<file path="src/rtl/mct_pkg.sv">
package mct_pkg;
  // register addresses
  localparam int A_CTRL   = 0;
  localparam int A_COUNT  = 1;
  localparam int A_MCTRL  = 2;
  localparam int A_ACT    = 3;
  localparam int A_CNTSRC = 4;
  localparam int A_PWMEN  = 5;
  localparam int A_FLAGS  = 6;
  localparam int A_CAP    = 7;
  localparam int A_MATCH0 = 8;

  typedef enum logic [1:0] {
    ACT_NONE = 2'b00,
    ACT_CLR  = 2'b01,
    ACT_SET  = 2'b10,
    ACT_TGL  = 2'b11
  } ext_act_e;
endpackage

</file>
<file path="src/rtl/mct_edge.sv">
module mct_edge #(
  parameter int STAGES = 2
) (
  input  logic clk,
  input  logic rst,
  input  logic din,
  output logic rise,
  output logic fall
);
  logic [STAGES:0] sh;
  logic            cur, prev;

  always_ff @(posedge clk) begin
    if (rst) sh <= '0;
    else     sh <= {sh[STAGES-1:0], din};
  end

  assign cur  = sh[STAGES-1];
  assign prev = sh[STAGES];
  assign rise = cur & ~prev;
  assign fall = ~cur & prev;
endmodule

</file>
<file path="src/rtl/mct_counter.sv">
module mct_counter #(
  parameter int CNT_W = 32
) (
  input  logic             clk,
  input  logic             rst,
  input  logic             clr,
  input  logic             tick,
  input  logic             rst_hit,
  input  logic             stop_hit,
  output logic [CNT_W-1:0] count
);
  always_ff @(posedge clk) begin
    if (rst || clr)  count <= '0;
    else if (tick) begin
      if (rst_hit)        count <= '0;
      else if (!stop_hit) count <= count + 1'b1;
    end
  end
endmodule

</file>
<file path="src/rtl/mct_match.sv">
module mct_match import mct_pkg::*; #(
  parameter int CNT_W     = 32,
  parameter int NUM_MATCH = 4
) (
  input  logic                            clk,
  input  logic                            rst,
  input  logic                            tick,
  input  logic [CNT_W-1:0]                count,
  input  logic [NUM_MATCH-1:0][CNT_W-1:0] mr,
  input  logic [2*NUM_MATCH-1:0]          act,
  input  logic [NUM_MATCH-2:0]            pwm_en,
  output logic [NUM_MATCH-1:0]            hit,
  output logic [NUM_MATCH-1:0]            out
);
  localparam int PER = NUM_MATCH - 1;

  for (genvar i = 0; i < NUM_MATCH; i++) begin : g_ch
    logic     hit_c, out_r, pwm_on;
    ext_act_e act_c;

    assign hit_c  = tick && (count == mr[i]);
    assign act_c  = ext_act_e'(act[2*i +: 2]);
    assign hit[i] = hit_c;
    assign out[i] = out_r;

    if (i < PER) begin : g_pwm
      assign pwm_on = pwm_en[i];
    end else begin : g_nopwm
      assign pwm_on = 1'b0;
    end

    always_ff @(posedge clk) begin
      if (rst) out_r <= 1'b0;
      else if (pwm_on) begin
        if (hit[PER])   out_r <= (mr[i] == '0);
        else if (hit_c) out_r <= 1'b1;
      end else if (hit_c) begin
        case (act_c)
          ACT_CLR: out_r <= 1'b0;
          ACT_SET: out_r <= 1'b1;
          ACT_TGL: out_r <= ~out_r;
          default: out_r <= out_r;
        endcase
      end
    end
  end
endmodule

</file>
<file path="src/rtl/mct_timer.sv">
module mct_timer import mct_pkg::*; #(
  parameter int CNT_W       = 32,
  parameter int NUM_MATCH   = 4,
  parameter int SYNC_STAGES = 2,
  parameter int ADDR_W      = 4
) (
  input  logic                 clk,
  input  logic                 rst,
  input  logic                 wr_en,
  input  logic [ADDR_W-1:0]    addr,
  input  logic [CNT_W-1:0]     wdata,
  output logic [CNT_W-1:0]     rdata,
  input  logic                 cap_in,
  output logic [NUM_MATCH-1:0] match_out,
  output logic                 irq
);
  localparam int NM  = NUM_MATCH;
  localparam int MCW = 3 * NM;
  localparam int ACW = 2 * NM;
  localparam int FLW = NM + 1;

  logic                     ctrl_en, ctrl_rst;
  logic [MCW-1:0]           mctrl;
  logic [ACW-1:0]           act;
  logic [4:0]               cntsrc;
  logic [NM-2:0]            pwmen;
  logic [FLW-1:0]           flags;
  logic [CNT_W-1:0]         cap_reg, count, rd_mux;
  logic [NM-1:0][CNT_W-1:0] mr;
  logic [NM-1:0]            hit, irq_on, rst_on, stop_on, rst_sel;
  logic                     rise, fall, tick, cap_pulse, rst_hit, stop_hit;
  logic                     wr_ctrl, wr_flags;

  assign wr_ctrl  = wr_en && (addr == ADDR_W'(A_CTRL));
  assign wr_flags = wr_en && (addr == ADDR_W'(A_FLAGS));

  always_comb begin
    for (int i = 0; i < NM; i++) begin
      irq_on[i]  = mctrl[3*i];
      rst_on[i]  = mctrl[3*i+1];
      stop_on[i] = mctrl[3*i+2];
    end
    rst_sel         = rst_on;
    rst_sel[NM-1]   = rst_on[NM-1] | (|pwmen);
  end

  assign rst_hit   = |(hit & rst_sel);
  assign stop_hit  = |(hit & stop_on);
  assign cap_pulse = (rise & cntsrc[0]) | (fall & cntsrc[1]);
  assign tick      = ctrl_en && !ctrl_rst &&
                     ((cntsrc[4:3] == 2'b00) || (rise && cntsrc[3]) || (fall && cntsrc[4]));

  mct_edge #(.STAGES(SYNC_STAGES)) u_edge (
    .clk(clk), .rst(rst), .din(cap_in), .rise(rise), .fall(fall)
  );

  mct_counter #(.CNT_W(CNT_W)) u_cnt (
    .clk(clk), .rst(rst), .clr(ctrl_rst), .tick(tick),
    .rst_hit(rst_hit), .stop_hit(stop_hit), .count(count)
  );

  mct_match #(.CNT_W(CNT_W), .NUM_MATCH(NM)) u_match (
    .clk(clk), .rst(rst), .tick(tick), .count(count), .mr(mr),
    .act(act), .pwm_en(pwmen), .hit(hit), .out(match_out)
  );

  // control registers
  always_ff @(posedge clk) begin
    if (rst) begin
      ctrl_en  <= 1'b0;
      ctrl_rst <= 1'b0;
      mctrl    <= '0;
      act      <= '0;
      cntsrc   <= '0;
      pwmen    <= '0;
      mr       <= '0;
    end else begin
      if (wr_ctrl) begin
        ctrl_en  <= wdata[0];
        ctrl_rst <= wdata[1];
      end else if (stop_hit) begin
        ctrl_en  <= 1'b0;
      end
      if (wr_en && addr == ADDR_W'(A_MCTRL))  mctrl  <= wdata[MCW-1:0];
      if (wr_en && addr == ADDR_W'(A_ACT))    act    <= wdata[ACW-1:0];
      if (wr_en && addr == ADDR_W'(A_CNTSRC)) cntsrc <= wdata[4:0];
      if (wr_en && addr == ADDR_W'(A_PWMEN))  pwmen  <= wdata[NM-2:0];
      for (int i = 0; i < NM; i++) begin
        if (wr_en && addr == ADDR_W'(A_MATCH0 + i)) mr[i] <= wdata;
      end
    end
  end

  // capture, flags, interrupt
  always_ff @(posedge clk) begin
    if (rst) begin
      cap_reg <= '0;
      flags   <= '0;
      irq     <= 1'b0;
    end else begin
      if (cap_pulse) cap_reg <= count;
      flags <= (flags & ~(wr_flags ? wdata[FLW-1:0] : '0)) | {cap_pulse, hit};
      irq   <= |(flags & {cntsrc[2], irq_on});
    end
  end

  // read port
  always_comb begin
    rd_mux = '0;
    case (addr)
      ADDR_W'(A_CTRL):   rd_mux[1:0]     = {ctrl_rst, ctrl_en};
      ADDR_W'(A_COUNT):  rd_mux          = count;
      ADDR_W'(A_MCTRL):  rd_mux[MCW-1:0] = mctrl;
      ADDR_W'(A_ACT):    rd_mux[ACW-1:0] = act;
      ADDR_W'(A_CNTSRC): rd_mux[4:0]     = cntsrc;
      ADDR_W'(A_PWMEN):  rd_mux[NM-2:0]  = pwmen;
      ADDR_W'(A_FLAGS):  rd_mux[FLW-1:0] = flags;
      ADDR_W'(A_CAP):    rd_mux          = cap_reg;
      default: begin
        for (int i = 0; i < NM; i++) begin
          if (addr == ADDR_W'(A_MATCH0 + i)) rd_mux = mr[i];
        end
      end
    endcase
  end

  always_ff @(posedge clk) begin
    if (rst) rdata <= '0;
    else     rdata <= rd_mux;
  end
endmodule

</file>
<file path="config.mk">
export PLATFORM = sky130hd
export DESIGN_NAME = mct_timer
export DESIGN_NICKNAME = d
export VERILOG_FILES = /design/src/rtl/mct_pkg.sv /design/src/rtl/mct_edge.sv /design/src/rtl/mct_counter.sv /design/src/rtl/mct_match.sv /design/src/rtl/mct_timer.sv
export SDC_FILE = /design/constraint.sdc
export NUM_CORES = 1
export LEC_CHECK = 0
export BUFFER_PORTS_ARGS = -buffer_cell sky130_fd_sc_hd__buf_2
export CAP_MARGIN = 20
export CORE_MARGIN = 3
export CORE_UTILIZATION = 55
export CTS_CLUSTER_DIAMETER = 100
export CTS_CLUSTER_SIZE = 14
export DETAILED_ROUTE_END_ITERATION = 12
export HOLD_SLACK_MARGIN = 0.12
export PLACE_DENSITY_LB_ADDON = 0.15
export SETUP_SLACK_MARGIN = 0.1
export SLEW_MARGIN = 20
export SYNTH_ARGS = -nofsm -noshare
export SYNTH_HDL_FRONTEND = slang
export SYNTH_SLANG_ARGS = --single-unit
export TNS_END_PERCENT = 50
</file>
<file path="constraint.sdc">
create_clock -name clk -period 2.81 [get_ports clk]
set_input_delay 0.562 -clock clk [delete_from_list [all_inputs] [get_ports clk]]
set_output_delay 0.562 -clock clk [all_outputs]
set_load 0.01 [all_outputs]
</file>
After elaboration in Yosys (flattened, before gate mapping). Cells that the tools add are included.

Flip-flop bits (word level): 267. Bits of input ports: 40. Output and inout port bits: 37. Logic and storage cells: 149.

$add $sub $neg: 1. Eq/ne operators: 28. Multiplexer cells: 31. Bitwise logic cells: 18. Reductions and logical operators: 51.

Operators by type and width (number): 2-to-1 mux 32 bit (6); == test 32 bit (4); logical NOT 32 bit (3); one-hot mux 20 bit (3 select lines) (1); adder 32 x 1 -> 32 bit, second input constant (1); logical AND 1 bit (18); == test 2 bit, second input constant (8); == test 4 x 3 -> 1 bit, second input constant (4); == test 4 bit, second input constant (4); one-hot mux 2 bit (8 select lines) (1); one-hot mux 4 bit (4 select lines) (1); one-hot mux 3 bit (5 select lines) (1); 2-to-1 mux 1 bit (14); one-hot mux 2 bit (7 select lines) (1); nonzero test 2 bit (7); one-hot mux 1 bit (3 select lines) (4); nonzero test 4 bit (3); OR reduction 4 bit (3); bitwise AND 5 bit (2); OR reduction 5 bit (2); AND reduction 3 bit (3); bitwise AND 4 bit (2); == test 2 x 1 -> 1 bit, second input constant (4); == test 4 x 2 -> 1 bit, second input constant (2); other kinds (18) (30).

Longest topological paths before layout. Gate-level depths: netlist of run 1.

Word-level depth: 11. Gate-level depth with buffers: 11. Mapped depth without buffers: 8.

Hierarchy. From an unflattened synthesis of run 1, not the netlist that was laid out.

Cell total of the unflattened synthesis: 1630. Area total of the unflattened synthesis: 13386.6 um^2.

Modules (own cells, without submodules): mct_timer (instances 1, cells an instance 1158, area each 9582.9 um^2, sequential area each 4564.4 um^2); mct_match (instances 1, cells an instance 262, area each 2025.7 um^2, sequential area each 80.1 um^2); mct_counter (instances 1, cells an instance 202, area each 1686.6 um^2, sequential area each 640.6 um^2); mct_edge (instances 1, cells an instance 8, area each 91.3 um^2, sequential area each 60.1 um^2).

Least setup slack after synthesis of run 1. No wires, ideal clock.

Kind: register -> register. From: register u_cnt.count[18]. To: register u_cnt.count[26]. Library setup time: 0.125 ns. Data arrival time: 2.100 ns. Data required time: 2.685 ns. Slack: 0.585 ns. Stages on the path, launching flop included: 12. Buffers on the path: 3. Period minus slack after synthesis: 2.225 ns. Cell sequence: dfxtp_1 -> buf_2 -> xnor2_1 -> nand4_1 -> nor4_1 -> nand2_1 -> o2111a_2 -> and2_4 -> buf_6 -> buf_2 -> o211ai_1 -> o31ai_1.

Cells in the longest elaborated chain, start to end: 6. Elaborated cells between the ends (all ways): 17. Classes of those cells: 1 x add/sub; 5 x eq/ne; 2 x mux; 2 x bitwise; 7 x reduce/logical.

RTL lines: start, declared (line mct_counter.sv:10) `output logic [CNT_W-1:0] count`; start signal, assigned (line mct_counter.sv:16) `else if (!stop_hit) count <= count + 1'b1;`; parallel branches: the longest is 6 deep, another holds adder 32 x 1 -> 32 bit.

Several ways; the timed one is not identified. The select of a mux whose other input is x is not followed. A chain may end at the register's enable or synchronous reset.

Worst setup path after layout of run 1.
From: register u_cnt.count[21]. To: register u_cnt.count[6].

Cells in the longest elaborated chain, start to end: 6. Elaborated cells between the ends (all ways): 15. Classes of those cells: 5 x eq/ne; 1 x mux; 2 x bitwise; 7 x reduce/logical.

RTL lines: == test 32 bit (line mct_match.sv:21) `assign hit_c = tick && (count == mr[i]);`; logical AND 1 bit (line mct_match.sv:21); bitwise AND 4 bit, on equally long branches (line mct_timer.sv:47, mct_timer.sv:48); OR reduction 4 bit, on equally long branches (line mct_timer.sv:47, mct_timer.sv:48); != test 2 bit (no source line); AND reduction 2 bit (no source line).

Parallel ways exist; a longest one is shown, timed or not.

==> metrics.txt, run 1 <==
clock-pin slew on the worst setup and hold paths around 0.070 ns; Most used DFF post-synth dfxtp_1; share of cells above drive strength 1 15.92%; DP HPWL 37370 um; placed cells 2043; area share of fa/ha/maj cells after synthesis 0.2862%; cts bufs inserted 23; core area between 20000 and 25000 um^2; setup TNS 0 ns; full die area 25730 um^2; Syn-to-layout area delta 15.19%; Startpoint Class register; GPL Wtd Cong 1.008; setup violators final 0; top-area cell type share of the netlist area 40.76%; largest family of logic cells by synthesized area simple AND/OR/NAND/NOR gates; Non-Filler Instances 2072; total grt overflow 0; Fin. Hold Viols 0; DP Worst Slack 0.009558 ns; Avg WL per Cell 24.30 um; Top reg by flops mr; path type of the worst setup path register to register; Vias 13260; Avg Cell Area, Syn 7.867 um^2; synth top area cells dfxtp_1, nand2_1, xnor2_1; Core Util, Final 65.53%; largest area contributor in the netlist dfxtp_1; max-cap violations 0; yosys warns 0; synthesized area around 13000 um^2; number of synthesized register bits 267; TritonCTS clock tree yes; die extent in x roughly 160 um; Rows 55; Largest register FFs 128; # DRC 0; post-synthesis mux area share 1.956%; min Tclk post-route 2.628 ns; number of synthesized flops with an enable pin 0; Die H approximately 160 um; Lkg Pwr 5.204 nW; Routed Antenna Nets 0; Compound-Gate Fraction of Synth Area between 10% and 20%; Max Freq 380.5 MHz; XOR/XNOR Fraction of Synth Area 8.682%; CP max FO 10; Slew Limit Headroom 33.72%; simple-gate area share of the yosys netlist 23.20%; H-tree levels 1; vias in the first global route approximately 12000; total I/O pin count 77; status complete, no violations; CTS sink count 267; Initial Util 56.89%; GRT Total Usage 37.77%; P per Cell Area 506.1 nW/um^2; Slew Viols, Final 0; Iter 0 DRT Violations 2006; fin crit share roughly 94%; initial antenna violation count 1; final wirelength 50350 um; Fill cells 2001; DRT Pass-1 Iters 6; Worst Setup End Kind register; clk_skew roughly 0.035 ns; CTS max path bufs 3; Seq/Total Area, Yosys 40.76%; hold_buf cts 0; Final WS setup 0.1820 ns; CP required 3.22 ns; Netlist cell types 58; RSZ-0062 raised after global routing no; syn nets between 1500 and 2000; first-pass GRT wire length roughly 75000 um; Synth async-reset ratio 0%; Clk Latency, worst-skew pair 0.54 ns; Root Buffer clkbuf_16; Max VDD drop around 0.46 mV; pin count of the biggest net entering global routing 96; PortBufs 76; fin nets 1802; Vias/cell ~6.4; Slew @ Worst Pin around 0.99 ns; worst hold path class input pin to register; WHS 0.2590 ns; cell count after synthesis between 1500 and 2000; final antenna diode count 0; crit path DAT 3.04 ns
-- synth_stat cells (10+ instances only) --
library cell	count
o211ai_1	13
dfxtp_1	267
nor4_1	31
nor3_1	11
buf_2	37
o21ai_0	16
xnor2_1	130
nand2_1	412
nor2b_1	11
and3_1	12
a22oi_1	23
clkbuf_1	103
a31oi_1	17
and2_1	14
a22o_1	23
nor2_1	54
a221oi_1	44
nand3_1	31
inv_1	10
mux2i_1	20
a211oi_1	21
nand4_1	58
a21oi_1	215
-- critical path, cell delays in order (launching register included) --
cell      delay, ns
dfxtp_1        0.56
xnor2_1        0.25
nand4_1        0.20
nor4_4         0.40
nand2_1        0.15
o2111a_2       0.40
buf_12         0.17
and4_1         0.14
a31oi_1        0.15
a21oi_1        0.09
-- cell usage in the layout (no fill, tap or decap), types with 16 or more instances in the layout --
master / instances
nand2_1: 412
dfxtp_1: 257
a21oi_1: 215
buf_4: 133
xnor2_1: 129
buf_2: 75
nand4_1: 58
nor2_1: 52
a221oi_1: 44
nand3_1: 31
nor4_1: 29
a22o_1: 23
clkbuf_16: 23
a22oi_1: 22
a211oi_1: 21
mux2i_1: 20
a31oi_1: 17
o21ai_0: 16
-- per-stage QoR --
step,total power [mW],instance area (um^2)
finish,7.645,15110
global route,7.857,15110
CTS,7.610,15020
detailed placement,4.819,14410
global placement,4.818,14410
floorplan,4.448,13120
-- power breakdown --
group | internal [mW] | switching (mW) | leakage, nW
Sequential | 3.85 | 0.0960 | 2.16
Combinational | 0.313 | 0.530 | 2.75
Clock | 1.46 | 1.40 | 0.292
Total | 5.62 | 2.03 | 5.20
-- final timing paths --
path / startpoint / end / slack (ns) / cells after the start
setup / recovery: u_cnt.count[21] / u_cnt.count[6] / 0.18 / 9
hold / removal: cap_in / u_edge.sh[0] / 0.26 / 2
setup reg to reg: u_cnt.count[21] / u_cnt.count[6] / 0.18 / 9
hold reg to reg: cap_reg[10] / cap_reg[10] / 0.45 / 2
-- timing repair --
item / CTS / global route
endpoints found under the setup margin: 29 / 32
buffers inserted: 0 / 3
cloned: 0 / 1
resized for setup: 3 / 14
pin swaps: 0 / 4
-- area by class of cell --
class                      instances  area, um^2  share of cell area [%]
clock buffer                      24       579.3                   3.835
clock inverter                     1       16.27                  0.1077
inverter                          10       37.54                  0.2485
multi-input combinational       1238        7137                   47.24
sequential                       267        5360                   35.48
tap                              313       391.6                   2.592
timing repair buffer             219        1585                   10.49
-- per-layer routing --
metal | wire, um | up-vias | part of all wire, % | GRT usage [%]
li1 | - | 6024 | - | -
met1 | 21200 | 6261 | 42 | 55.64
met2 | 21210 | 864 | 42 | 55.43
met3 | 6252 | 108 | 12 | 8.692
met4 | 1671 | 2 | 3.3 | 10.45
met5 | 13 | - | 0.026 | 0
-- cell families (layout without fill, tap and decap cells) --
group,Yosys count,in the layout
flip-flops,267,267
adder cells (fa/ha/maj),3,3
buffers and inverters,163,254
multiplexers,25,25
AND/OR/NAND/NOR,671,671
XOR/XNOR,130,130
AO/OA/AOI/OAI,408,409
No activity file was read; power rests on OpenSTA's default activity.
==> inputs of run 2 (changes only) <==
==> constraint.sdc (replaced) <==
create_clock -name clk -period 2.81 [get_ports clk]
set_input_delay 0.281 -clock clk [delete_from_list [all_inputs] [get_ports clk]]
set_output_delay 0.281 -clock clk [all_outputs]
set_load 0.01 [all_outputs]
==> run 2 against run 1 <==
Compared with the run above:
- core utilization increased by 1.3 points
- routed wire length grew 2.7%
- critical path type unchanged
- first-iteration DRC count down 8.1%
==> metrics.txt, run 2 (synthesized netlist as in run 1, its figures left out) <==
vias in the first global route 12510 (+4.2%); Worst path max stage delay 0.51 ns (-0.05 ns); Vias 13670 (+3.1%); die extent in x 160.4 um (unchanged); Rows 55 (unchanged); # DRC 0 (unchanged); clock share of power 37.1% (-0.3 points); DP HPWL 37730 um (+0.95%); path type of the worst setup path register to register; cts bufs inserted 23 (unchanged); clock-pin slew on the worst setup and hold paths 0.07 ns (about the same); Slew Limit Headroom 42.56% (+8.8 points); total I/O pin count 77 (unchanged); Setup crit start u_cnt.count[21]; CP required 3.20 ns (-0.02 ns); H-tree levels 1 (unchanged); Slew Viols, Final 0 (unchanged); most common cell after layout, fill and taps aside nand2_1; core area 23050 um^2 (unchanged); full die area 25730 um^2 (unchanged); DRT Pass-1 Iters 7 (+1); Hold Crit Start wdata[0]; fin crit share 95.81% (+2.3 points); Root Buffer clkbuf_16; first-pass GRT wire length 77470 um (+3.0%); Fin. Hold Viols 0 (unchanged); Slew @ Worst Pin 0.8616 ns (-0.1325 ns); final wirelength 51710 um (+2.7%); Non-Filler Instances 2102 (+1.4%); Die H 160.4 um (unchanged); total power 7.686 mW (+0.54%); Top reg by flops mr; RSZ-0062 raised after global routing yes; total grt overflow 0 (unchanged); PortBufs 76 (unchanged); Initial Util 56.89% (unchanged); share of cells above drive strength 1 15.66% (-0.26 points); Clk Latency, worst-skew pair 0.54 ns (about the same); status complete, no violations; Switch Pwr 2.040 mW (+0.63%); min Tclk post-route 2.692 ns (+0.06417 ns); Iter 0 DRT Violations 1843 (-8.1%); pin count of the biggest net entering global routing 108 (+13%); GPL Wtd Cong 1.045 (+3.7%); clk_skew 0.02627 ns (-0.008852 ns); worst r2r src u_cnt.count[21]; Lkg Pwr 5.328 nW (+2.4%); setup violators final 0 (unchanged); GRT Total Usage 38.61% (+0.84 points); Routed Antenna Nets 0 (unchanged); setup TNS 0 ns (unchanged); Max VDD drop 0.5438 mV (+17%); Crit path max-delay family simple AND/OR/NAND/NOR gates; most frequent cells in the layout nand2_1, dfxtp_1, a21oi_1, buf_4, xnor2_1; internal power 5.647 mW (+0.51%); Flop pwr share 51.3% (-0.3 points); P per Cell Area 499.0 nW/um^2 (-1.4%); Vias/cell 6.505 (+1.7%); TritonCTS clock tree yes; fin nets 1831 (+1.6%); Max Freq 371.4 MHz (-2.4%); initial antenna violation count 4 (+3); Avg WL per Cell 24.60 um (+1.2%); Sw Ratio 26.54% (about the same); CTS max path bufs 3 (unchanged); Buf+Inv Stages, Crit Path 1 (unchanged); Syn-to-layout area delta 17.45%; crit path DAT 3.08 ns (+0.04 ns); worst hold path class input pin to register; Largest register FFs 128 (unchanged); Worst Setup End Kind register; max-cap violations 0 (unchanged); placed cells 2043 (unchanged); combinational power share 11.6% (+0.6 points); Startpoint Class register; crit-path cells xnor2_1, nand4_1, nor4_4, nand2_1, o2111a_2, buf_4, and4_1, a31oi_1, a21oi_1; CTS sink count 267 (unchanged); crit path max-delay cell type dfxtp_1; CP max FO 9 (-1)
==> run 2: cell count changes in the layout (fill, tap and decap cells not counted), sizes merged <==
cell	delta
buf	-2
diode	+1
dlygate4sd3	+31
==> run 2: worst paths after layout <==
kind         cells past startpoint  slack, ns             end
max                              9       0.12  u_cnt.count[5]
min                              3       0.15          mr[96]
max reg2reg                      9       0.12  u_cnt.count[5]
min reg2reg                      2       0.46      cap_reg[1]
==> run 2: area by class of cell <==
cell class | instances | area (um^2)
Clock buffer | 24 | 579.3
Multi-Input combinational cell | 1238 | 7149
Inverter | 10 | 37.54
Tap cell | 313 | 391.6
Timing Repair Buffer | 248 | 1868
Antenna cell | 1 | 2.502
Fill cell | 1990 | 7650
Clock inverter | 1 | 16.27
Sequential cell | 267 | 5359
==> run 2: power by group through the flow <==
stage / clock network, mW / registers, mW / logic (mW)
2_1_floorplan: 0 / 3.98 / 0.468
3_3_place_gp: 0 / 4.02 / 0.798
3_5_place_dp: 0 / 4.02 / 0.797
4_1_cts: 2.86 / 3.93 / 0.836
5_1_grt: 3.00 / 3.94 / 0.939
6_report: 2.85 / 3.94 / 0.895
==> run 2: stage by stage <==
step / hold slack (ns) / utilization [%] / setup WS (ns) / cell area [um^2]
floorplan: 0.4092 / - / 0.5854 / 13120
global placement: 0.4374 / 62.51 / 0.04435 / 14410
detailed placement: 0.4446 / 62.51 / 0.005143 / 14410
CTS: 0.1332 / 66.52 / 0.1011 / 15330
global route: 0.1459 / 66.81 / 0.02126 / 15400
finish: 0.1456 / 66.82 / 0.1178 / 15400
==> run 2: timing repair <==
item                                    4_1_cts  5_1_grt
hold buffers                                 31        0
cloned                                        0        1
endpoints found under the setup margin       19       32
endpoints found under the hold margin       126        0
pin swaps                                     0        1
resized for setup                             5       13
buffers inserted                              0        1
==> run 2: worst reg2reg max path: cells and delay by family, from the launching register on <==
| kind | cells | cell delay, ns |
|---|---|---|
| compound gates | 3 | 0.71 |
| xor+xnor | 1 | 0.24 |
| buf+inv | 1 | 0.19 |
| flops | 1 | 0.51 |
| simple gates | 4 | 0.92 |
==> run 2: layer usage <==
layer	up-vias	part of all wire (%)	track usage (%)
met3	156	12	7.248
met5	-	0.068	0
met2	972	41	56.01
li1	6076	-	-
met4	6	4.3	12.58
met1	6463	42	57.67
==> inputs of run 3 (changes only) <==
--- a/config.mk
+++ b/config.mk
@@ -18,5 +18,6 @@
 export SLEW_MARGIN = 20
 export SYNTH_ARGS = -nofsm -noshare
 export SYNTH_HDL_FRONTEND = slang
+export SYNTH_HIERARCHICAL = 1
 export SYNTH_SLANG_ARGS = --single-unit
 export TNS_END_PERCENT = 50
==> run 3 against run 2 <==
Compared with the run above:
- the flow now finishes with violations (setup timing)
- fmax down 14%
- first-iteration DRC count up 34%
- hold slack better by 0.0025 ns
- clock-buffer cell count unchanged
- combinational power decreased by 13%
- sequential power shrank 2%
- critical path type unchanged
- largest cell class unchanged
==> metrics.txt, run 3 <==
DP HPWL 38580 um (+2.3%); yosys warns 6 (+6); first-pass GRT wire length 80130 um (+3.4%); failing checks setup timing; CP max FO 8 (-1); GRT Total Usage 39.68% (+1.1 points); largest area contributor in the netlist dfxtp_1; RSZ-0062 raised after global routing yes; Fill cells 1971 (-0.95%); Max VDD drop 0.4586 mV (-16%); total grt overflow 0 (unchanged); Vias 14080 (+3.0%); top sig layer met5; Most used DFF post-synth dfxtp_1; Non-Filler Instances 2198 (+4.6%); clock-pin slew on the worst setup and hold paths 0.07 ns (about the same); # DRC 0 (unchanged); setup TNS -5.174 ns (-5.174 ns); status finished, violations left; WL met3 7139 um (+12%); Placed Area 15420 um^2 (+7.0%); Largest register FFs 128 (unchanged); DRT Pass-1 Iters 6 (-1); syn nets 1675 (-2.0%); Seq/Total Area, Yosys 39.93% (-0.83 points); Slew Viols, Final 0 (unchanged); final instance area 16880 um^2 (+9.6%); cts bufs inserted 23 (unchanged); Die H 162.0 um (+0.99%); CTS max path bufs 3 (unchanged); FF-to-FF setup slack -0.33 ns (-0.45 ns); Root Buffer clkbuf_16; share of cells above drive strength 1 24.16% (+8.5 points); Iter 0 DRT Violations 2468 (+34%); most frequent cells in the layout nand2_1, dfxtp_1, buf_4, a21oi_1, xnor2_1; Max Freq 318.3 MHz (-14%); total I/O pin count 77 (unchanged); crit path DAT 3.60 ns (+0.52 ns); Clk Latency, worst-skew pair 0.53 ns (about the same); CTS sink count 267 (unchanged); met2 WL 22970 um (+7.8%); Avg WL per Cell 24.60 um (about the same); Startpoint Class register; Netlist cell types 64 (+10%); Top reg by flops mr; WL met1 21570 um (-0.95%); Slew Limit Headroom 33.77% (-8.8 points); synthesized area 13390 um^2 (+2.1%); vias in the first global route 12930 (+3.4%); min Tclk post-route 3.142 ns (+0.4498 ns); Final WS setup -0.3320 ns (-0.4498 ns); most common cell after layout, fill and taps aside nand2_1; number of synthesized flops with an enable pin 0 (unchanged); core area 23680 um^2 (+2.7%); Seq. cell area 5383 um^2 (+0.44%); Worst path max stage delay 0.48 ns (-0.03 ns); Slew @ Worst Pin 0.9897 ns (+0.1281 ns); worst hold path class input pin to register; Crit path max-delay family simple AND/OR/NAND/NOR gates; Synth async-reset ratio 0% (unchanged); GPL Wtd Cong 1.117 (+6.8%); Vias/cell 6.406 (-1.5%); final wirelength 54080 um (+4.6%); die extent in x 162.0 um (+0.99%); setup violators final 27 (+27); synth top area cells dfxtp_1, nand2_1, a21oi_1; P per Cell Area 445.5 nW/um^2 (-11%); Avg Cell Area, Syn 8.213 um^2 (+4.4%); most common cell in the netlist nand2_1; path type of the worst setup path register to register; fin crit share 111.8% (+16 points); Routed Antenna Nets 0 (unchanged); pin count of the biggest net entering global routing 94 (-13%); cell count after synthesis 1630 (-2.2%); CP required 3.26 ns (+0.06 ns); placed cells 2125 (+4.0%); most common library cells after synthesis nand2_1, dfxtp_1, a21oi_1; Fin. Hold Viols 0 (unchanged); TritonCTS clock tree yes; Syn-to-layout area delta 26.10%; Rows 56 (+1.8%); area of the multi-input gates 7735 um^2 (+8.2%); Worst Setup End Kind register; Lkg Pwr 6.470 nW (+21%); clk_skew 0.01900 ns (-0.007273 ns); crit-path cells nor2b_4, a22oi_2, o21ai_2, and3b_2, and3_4, and3_4, buf_6, a22oi_2, nand2_2, nor2b_4, or3_4, or4_1, a21oi_1; crit path max-delay cell type or4_1; fin nets 1924 (+5.1%); Initial Util 56.52% (-0.37 points); final antenna diode count 0 (-1); PortBufs 76 (unchanged); WHS 0.1480 ns (+0.002465 ns); max-cap violations 0 (unchanged); Buf+Inv Stages, Crit Path 1 (unchanged); top-area cell type share of the netlist area 39.93% (-0.83 points); H-tree levels 1 (unchanged); initial antenna violation count 1 (-3); full die area 26250 um^2 (+2.0%); number of synthesized register bits 267 (unchanged)
[run 3: cell types whose count changed after synthesis, moves of 26 or more]
cell / change
xor2_1: +44
xnor2_1: -39
nand2_1: -26
mux2i_1: +35
clkbuf_1: -39
o2bb2ai_1: +31
[run 3: tightest hold or removal path: stages]
cell     delay (ns)
buf_2          0.20
nand2_1        0.09
a21oi_1        0.05
[run 3: layout make-up]
| cell class | instances | area share [%] |
|---|---|---|
| clock inverters | 1 | 0.09636 |
| repair buffers | 352 | 16.24 |
| flip-flops and latches | 267 | 31.89 |
| clock buffers | 24 | 3.432 |
| multi-input cells | 1228 | 45.82 |
| well taps | 319 | 2.365 |
| inverters | 7 | 0.1557 |
[run 3: path summary, 6_finish.rpt]
kind | end | startpoint | depth (start not counted)
max | u_cnt/count[28] | u_edge/sh[1] | 13
min | mr[2] | wdata[2] | 3
max reg2reg | u_cnt/count[28] | u_edge/sh[1] | 13
min reg2reg | u_edge/sh[1] | u_edge/sh[0] | 1
[run 3: timing repair]
action / CTS / global route
pin swaps: 19 / 22
endpoints found under the setup margin: 32 / 32
hold buffers: 30 / 0
endpoints found under the hold margin: 123 / 0
buffers inserted: 17 / 5
resized for setup: 49 / 42
gates cloned: 1 / 0
[run 3: kinds of logic after synthesis]
logic type               Yosys count  share of synthesized area [%]
AND/OR/NAND/NOR                  666                          23.42
AO/OA/AOI/OAI                    356                          16.87
flip-flops                       267                          39.93
buffers and inverters            136                          5.243
XOR/XNOR                         135                          8.833
multiplexers                      65                          5.234
adder cells (fa/ha/maj)            5                         0.4673
[run 3: per-layer routing]
| layer | vias up | GRT usage (%) |
|---|---|---|
| met5 | - | 0 |
| met4 | 2 | 12.14 |
| met3 | 192 | 10.84 |
| met2 | 999 | 59.99 |
| met1 | 6631 | 55.56 |
| li1 | 6256 | - |
[run 3: power by group]
part / switching (mW) / internal [mW] / leakage [nW] / total, mW
clock network: 1.41 / 1.46 / 0.292 / 2.87
logic: 0.484 / 0.294 / 4.01 / 0.778
registers: 0.0430 / 3.83 / 2.17 / 3.87
total: 1.94 / 5.58 / 6.47 / 7.52
[run 3: stage by stage]
step | total power [mW] | utilization, % | setup WS [ns]
after floorplan | 4.317 | - | -0.03877
after global placement | 4.642 | 65.13 | -0.3452
after detailed placement | 4.644 | 65.13 | -0.3412
after CTS | 7.483 | 70.47 | -0.1859
after global routing | 7.713 | 71.28 | -0.3592
final | 7.520 | 71.28 | -0.3320
